===== src/rtl/pgw_pkg.sv =====
package pgw_pkg;
  typedef enum logic [1:0] {
    ST_IDLE   = 2'd0,
    ST_LOAD   = 2'd1,
    ST_REJECT = 2'd2
  } hdr_st_e;
endpackage


===== src/rtl/pgw_row_buf.sv =====
module pgw_row_buf #(
  parameter int unsigned PAGE_BYTES = 16,
  parameter int unsigned DATA_W     = 8,
  localparam int unsigned COL_W     = $clog2(PAGE_BYTES)
) (
  input  logic                  clk_i,
  input  logic                  rst_ni,
  input  logic                  clr_i,
  input  logic                  wr_i,
  input  logic [COL_W-1:0]      wr_col_i,
  input  logic [DATA_W-1:0]     wr_data_i,
  input  logic [COL_W-1:0]      rd_col_i,
  output logic [PAGE_BYTES-1:0] vld_o,
  output logic [DATA_W-1:0]     rd_data_o
);
  logic [DATA_W-1:0] data_q [PAGE_BYTES];

  for (genvar g = 0; g < PAGE_BYTES; g++) begin : g_col
    logic hit;
    assign hit = wr_i && (wr_col_i == COL_W'(g));
    always_ff @(posedge clk_i or negedge rst_ni) begin
      if (!rst_ni) begin
        vld_o[g]  <= 1'b0;
        data_q[g] <= '0;
      end else if (clr_i) begin
        vld_o[g]  <= 1'b0;
      end else if (hit) begin
        vld_o[g]  <= 1'b1;
        data_q[g] <= wr_data_i;
      end
    end
  end

  assign rd_data_o = data_q[rd_col_i];
endmodule


===== src/rtl/pgw_prog_timer.sv =====
module pgw_prog_timer #(
  parameter int unsigned PROG_CYCLES = 250000,
  parameter int unsigned CNT_W       = 18
) (
  input  logic             clk_i,
  input  logic             rst_ni,
  input  logic             start_i,
  output logic             busy_o,
  output logic [CNT_W-1:0] cnt_o
);
  localparam logic [CNT_W-1:0] LAST = CNT_W'(PROG_CYCLES - 1);

  always_ff @(posedge clk_i or negedge rst_ni) begin
    if (!rst_ni) begin
      busy_o <= 1'b0;
      cnt_o  <= '0;
    end else if (!busy_o) begin
      if (start_i) busy_o <= 1'b1;
      cnt_o <= '0;
    end else if (cnt_o == LAST) begin
      busy_o <= 1'b0;
      cnt_o  <= '0;
    end else begin
      cnt_o <= cnt_o + 1'b1;
    end
  end
endmodule


===== src/rtl/pgw_commit.sv =====
module pgw_commit #(
  parameter int unsigned PAGE_BYTES = 16,
  parameter int unsigned DATA_W     = 8,
  parameter int unsigned WORD_AW    = 8,
  parameter int unsigned CNT_W      = 18,
  localparam int unsigned COL_W     = $clog2(PAGE_BYTES),
  localparam int unsigned ROW_W     = WORD_AW - COL_W,
  localparam int unsigned ARR_AW    = WORD_AW + 1
) (
  input  logic                  busy_i,
  input  logic [CNT_W-1:0]      cnt_i,
  input  logic [PAGE_BYTES-1:0] vld_i,
  input  logic [DATA_W-1:0]     rd_data_i,
  input  logic                  half_i,
  input  logic [ROW_W-1:0]      row_i,
  output logic [COL_W-1:0]      rd_col_o,
  output logic                  we_o,
  output logic [ARR_AW-1:0]     addr_o,
  output logic [DATA_W-1:0]     data_o
);
  logic in_win;

  // one column per cycle in the leading part of the window
  assign in_win   = cnt_i < CNT_W'(PAGE_BYTES);
  assign rd_col_o = cnt_i[COL_W-1:0];
  assign we_o     = busy_i && in_win && vld_i[rd_col_o];
  assign addr_o   = {half_i, row_i, rd_col_o};
  assign data_o   = rd_data_i;
endmodule


===== src/rtl/pgw_engine.sv =====
module pgw_engine #(
  parameter int unsigned PAGE_BYTES  = 16,
  parameter int unsigned DATA_W      = 8,
  parameter int unsigned WORD_AW     = 8,
  parameter int unsigned PROG_CYCLES = 250000,
  localparam int unsigned COL_W      = $clog2(PAGE_BYTES),
  localparam int unsigned ROW_W      = WORD_AW - COL_W,
  localparam int unsigned ARR_AW     = WORD_AW + 1,
  localparam int unsigned TW_RAW     = $clog2(PROG_CYCLES + 1),
  localparam int unsigned CNT_W      = (TW_RAW > COL_W) ? TW_RAW : COL_W + 1
) (
  input  logic               clk_i,
  input  logic               rst_ni,
  input  logic               hdr_i,
  input  logic [WORD_AW-1:0] hdr_addr_i,
  input  logic               half_i,
  input  logic [3:0]         prot_i,
  input  logic               byte_vld_i,
  input  logic [DATA_W-1:0]  byte_i,
  input  logic               stop_i,
  input  logic               abort_i,
  output logic               busy_o,
  output logic               reject_o,
  output logic               arr_we_o,
  output logic [ARR_AW-1:0]  arr_addr_o,
  output logic [DATA_W-1:0]  arr_data_o
);
  import pgw_pkg::*;

  hdr_st_e               st_q, st_d;
  logic                  half_q;
  logic [ROW_W-1:0]      row_q;
  logic [COL_W-1:0]      col_q;
  logic [1:0]            quad_w;
  logic                  live, take_abort, take_hdr, take_byte, take_stop, prog_go;
  logic [PAGE_BYTES-1:0] vld;
  logic [DATA_W-1:0]     rd_data;
  logic [COL_W-1:0]      rd_col;
  logic [CNT_W-1:0]      tmr_cnt;

  assign quad_w     = {half_i, hdr_addr_i[WORD_AW-1]};
  assign live       = !busy_o;
  assign take_abort = live && abort_i;
  assign take_hdr   = live && hdr_i && !abort_i;
  assign take_stop  = live && stop_i && !abort_i && !hdr_i;
  assign take_byte  = live && byte_vld_i && !abort_i && !hdr_i && !stop_i
                      && (st_q == ST_LOAD);
  assign prog_go    = take_stop && (st_q == ST_LOAD) && (|vld);

  always_comb begin
    st_d = st_q;
    if (take_abort || take_stop) st_d = ST_IDLE;
    else if (take_hdr)           st_d = prot_i[quad_w] ? ST_REJECT : ST_LOAD;
  end

  always_ff @(posedge clk_i or negedge rst_ni) begin
    if (!rst_ni) begin
      st_q   <= ST_IDLE;
      half_q <= 1'b0;
      row_q  <= '0;
      col_q  <= '0;
    end else begin
      st_q <= st_d;
      if (take_hdr) begin
        half_q <= half_i;
        row_q  <= hdr_addr_i[WORD_AW-1:COL_W];
        col_q  <= hdr_addr_i[COL_W-1:0];
      end else if (take_byte) begin
        col_q  <= col_q + 1'b1;  // wraps inside the row
      end
    end
  end

  assign reject_o = (st_q == ST_REJECT);

  pgw_row_buf #(
    .PAGE_BYTES(PAGE_BYTES),
    .DATA_W    (DATA_W)
  ) u_buf (
    .clk_i    (clk_i),
    .rst_ni   (rst_ni),
    .clr_i    (take_abort || take_hdr),
    .wr_i     (take_byte),
    .wr_col_i (col_q),
    .wr_data_i(byte_i),
    .rd_col_i (rd_col),
    .vld_o    (vld),
    .rd_data_o(rd_data)
  );

  pgw_prog_timer #(
    .PROG_CYCLES(PROG_CYCLES),
    .CNT_W      (CNT_W)
  ) u_tmr (
    .clk_i  (clk_i),
    .rst_ni (rst_ni),
    .start_i(prog_go),
    .busy_o (busy_o),
    .cnt_o  (tmr_cnt)
  );

  pgw_commit #(
    .PAGE_BYTES(PAGE_BYTES),
    .DATA_W    (DATA_W),
    .WORD_AW   (WORD_AW),
    .CNT_W     (CNT_W)
  ) u_cmt (
    .busy_i   (busy_o),
    .cnt_i    (tmr_cnt),
    .vld_i    (vld),
    .rd_data_i(rd_data),
    .half_i   (half_q),
    .row_i    (row_q),
    .rd_col_o (rd_col),
    .we_o     (arr_we_o),
    .addr_o   (arr_addr_o),
    .data_o   (arr_data_o)
  );
endmodule


===== config.mk =====
export PLATFORM = sky130hd
export DESIGN_NAME = pgw_engine
export DESIGN_NICKNAME = d
export VERILOG_FILES = /design/src/rtl/pgw_pkg.sv /design/src/rtl/pgw_row_buf.sv /design/src/rtl/pgw_prog_timer.sv /design/src/rtl/pgw_commit.sv /design/src/rtl/pgw_engine.sv
export SDC_FILE = /design/constraint.sdc
export NUM_CORES = 1
export LEC_CHECK = 0
export BUFFER_PORTS_ARGS = -buffer_cell sky130_fd_sc_hd__buf_2
export CORE_ASPECT_RATIO = 1.4
export CORE_UTILIZATION = 40
export DETAILED_ROUTE_END_ITERATION = 10
export GPL_TIMING_DRIVEN = 1
export MAX_ROUTING_LAYER = met4
export SLEW_MARGIN = 20
export SYNTH_ARGS = -nofsm -noshare
export SYNTH_HDL_FRONTEND = slang
export SYNTH_SLANG_ARGS = --single-unit

===== constraint.sdc =====
create_clock -name clk_i -period 3.1 [get_ports clk_i]
set_input_delay 0.62 -clock clk_i [delete_from_list [all_inputs] [get_ports clk_i]]
set_output_delay 0.62 -clock clk_i [all_outputs]
set_load 0.005 [all_outputs]

==> results by group <==
Status
  – Status: complete, no violations

Yosys
  – Leading area contributor after synthesis: dfrtp_1
  – Post-synth cell types: 48
  – Synthesized area: 0.00817 mm²
  – Gate Count Post-Synth: 601
  – Avg Cell Area, Syn: 13.6 µm²
  – Count leader, synth: dfrtp_1
  – Top cells by area, synth: dfrtp_1, mux2_2, mux4_2, mux2i_1, a221oi_1
  – Post-synth ARST share: 100%
  – Number of flops mapped to enable cells by yosys: 0
  – Syn. warnings: 0
  – Seq cells post-synth: 174
  – Synth Flop Type: dfrtp_1
  – Sequential share of the synthesized area: 53.3%
  – Post-synth top cells: dfrtp_1, mux2_2, mux2i_1, nand2_1, mux4_2
  – Synth Net Count: 633
  – Synth top area share: 53.3%

Hold path
  – Hold Path Class: in -> async

Place
  – PortBufs: 46
  – Dpl cells: 887
  – Pre-CTS WS: 449 ps
  – GP Congestion: 0.834
  – Hpwl dp: 13.0 mm

GRT
  – Largest net degree at the start of global routing: 80
  – Initial antenna violation count: 1
  – Total global routing overflow: 0
  – Number of global-route vias before repair: 5347
  – Tot GR Track Use: 20.6%
  – First-pass GRT wire length: 30.7 mm

Die
  – Die Area: 0.0210 mm²
  – Row cnt: 61
  – # IOs: 47
  – Core ar.: 0.0199 mm²
  – Die H: 171 µm
  – Initial Utilization: 41.0%
  – Die W: 123 µm

CTS
  – CTS tree: built
  – Clk buf depth: 2
  – H-Tree Depth: 4
  – CTS clock-pin slew for the worst setup and hold paths: 70 ps
  – Resized Gates After CTS: 0
  – Root buffer cell: clkbuf_16
  – CTS buffer count: 17
  – Clock Sinks: 174
  – Latest clock arrival within the worst-skew pair: 440 ps
  – Setup bufs post-CTS: 0
  – # hold bufs at CTS: 0

Worst setup path
  – Cell Chain, Critical Path: nor2b_1, buf_4, a221oi_1, a22oi_1, nand2_1, buf_2
  – Critical Path RT: 2480 ps
  – Worst-path fanout max: 12
  – WS Path Type: reg -> out
  – CP Capture Type: output port
  – Critical-path top delay cell: dfrtp_1
  – Worst path max stage delay: 590 ps
  – Worst path arrival time: 2340 ps
  – CP Launch Type: flip-flop

STA
  – Worst slew pin tran: 775 ps
  – Fin Clk Skew: 11.5 ps
  – PnR worst setup slack: 138 ps
  – Hold Slack: 216 ps
  – Slew Limit Fails: 0
  – RSZ-0062 raised after global routing: no
  – Setup TNS: 0 ps
  – Final period util: 95.6%
  – Max frequency: 338 MHz
  – Final Hold Fails: 0
  – Setup violators final: 0
  – Fin crit period: 2960 ps
  – Relative slew margins: 48.3%

Cells and area
  – Share of cells above drive strength 1: 42.2%
  – Layout net count: 687
  – Fillers: 1757
  – Post-route insts no fill: 921
  – Post-layout util: 47.2%
  – Synth-to-Final Area Change: 15.1%

Routing
  – DR vias/cell: 5.68
  – Vias: 5235
  – Post-DRT Antenna Nets: 0
  – DRC Markers: 0
  – Drt first pass iters: 4
  – Routed len/inst: 21.4 µm
  – Total routed wirelength: 19.7 mm
  – DRT iter0 DRCs: 209

Power
  – Worst VDD drop: 0.375 mV
  – LEAKAGE: 0.00478 µW
  – PD cells: 487 mW/mm²

Flow run
  – MaxCap Viol Count: 0
==> cell type report <==
class	instances	area, µm²	share of cell area, %
sequential	174	4360	46.4
multi-input combinational	385	3620	38.5
timing repair buffer	70	470	5.00
clock buffer	19	453	4.82
tap	252	315	3.35
clock inverter	13	151	1.61
inverter	7	26.3	0.280
antenna	1	2.50	0.0266
==> routing by layer <==
metal	track usage (%)	wire length [µm]
met4	8.11	502
met3	3.87	766
met5	-	0
met2	33.6	10100
met1	24.9	8370
==> kinds of logic (layout without fill, tap and decap cells) <==
kind of cell | after synthesis | in the layout | share of synthesized area, %
DFF | 174 | 174 | 53.3
and+or+nand+nor | 113 | 113 | 7.89
AOI/OAI and AO/OA | 64 | 64 | 5.75
other | 0 | 1 | 0
adders and majority gates | 5 | 5 | 0.766
xor gates and xnor gates | 13 | 13 | 1.39
buffers and inverters | 42 | 109 | 2.30
muxes | 190 | 190 | 28.6
==> state kept, by name, indices dropped and copies added (netlist names) <==
register	cells
u_tmr.busy_o	1
half_q	1
col_q	4
u_tmr.cnt_o	18
row_q	4
st_q	2
u_buf.data_q	128
u_buf.vld_o	16
==> worst max-delay path, delay by kind of cell (launching register included) <==
| kind | cells | cell delay, ps |
|---|---|---|
| buffers and inverters | 2 | 450 |
| flip-flops | 1 | 590 |
| AO/OA/AOI/OAI | 2 | 330 |
| AND/OR/NAND/NOR | 2 | 540 |
==> final timing paths <==
check,start,to,slack [ps],cells past startpoint
setup / recovery,u_tmr.cnt_o[2]$_DFF_PN0_,arr_data_o[0],140,6
hold / removal,rst_ni,row_q[0]$_DFFE_PN0P_,220,1
setup reg to reg,u_tmr.cnt_o[0]$_DFF_PN0_,u_tmr.cnt_o[16]$_DFF_PN0_,660,6
hold reg to reg,u_buf.data_q[99]$_DFFE_PN0P_,u_buf.data_q[99]$_DFFE_PN0P_,500,1
max in group asynchronous,rst_ni,u_buf.data_q[34]$_DFFE_PN0P_,2160,2
min in group clk_i,hdr_addr_i[2],col_q[2]$_DFFE_PN0P_,400,3
==> power by group <==
part	total (µW)	internal (µW)	switching (µW)
Sequential	2280	2270	4.69
Clock	2180	1240	937
Combinational	122	35.4	86.8
Total	4580	3550	1030
==> layout by cell type, fill, tap and decap left out, types with 3 or more instances in the layout <==
master	count
o21ai_0	12
buf_12	4
clkbuf_16	17
nor2_4	3
nor2_2	9
mux2_2	135
nand3_2	4
nor3_1	4
or4_1	4
xor2_1	7
inv_1	6
buf_4	19
nor2_1	18
a221oi_1	16
nand2_1	29
xnor2_1	6
a22oi_1	9
nand3_1	13
a21oi_1	6
mux2i_1	34
o31ai_1	5
clkinvlp_4	4
ha_1	5
nor4_1	8
a21o_1	10
dfrtp_1	173
buf_2	45
mux4_2	21
inv_6	5
==> per-stage QoR <==
stage,power [µW],area [µm²]
finish,4580,9400
CTS,4630,9390
floorplan,2350,8170
global route,4730,9400
global placement,2440,8780
detailed placement,2450,8780
Note: power is estimated with default switching activity, not from simulation.
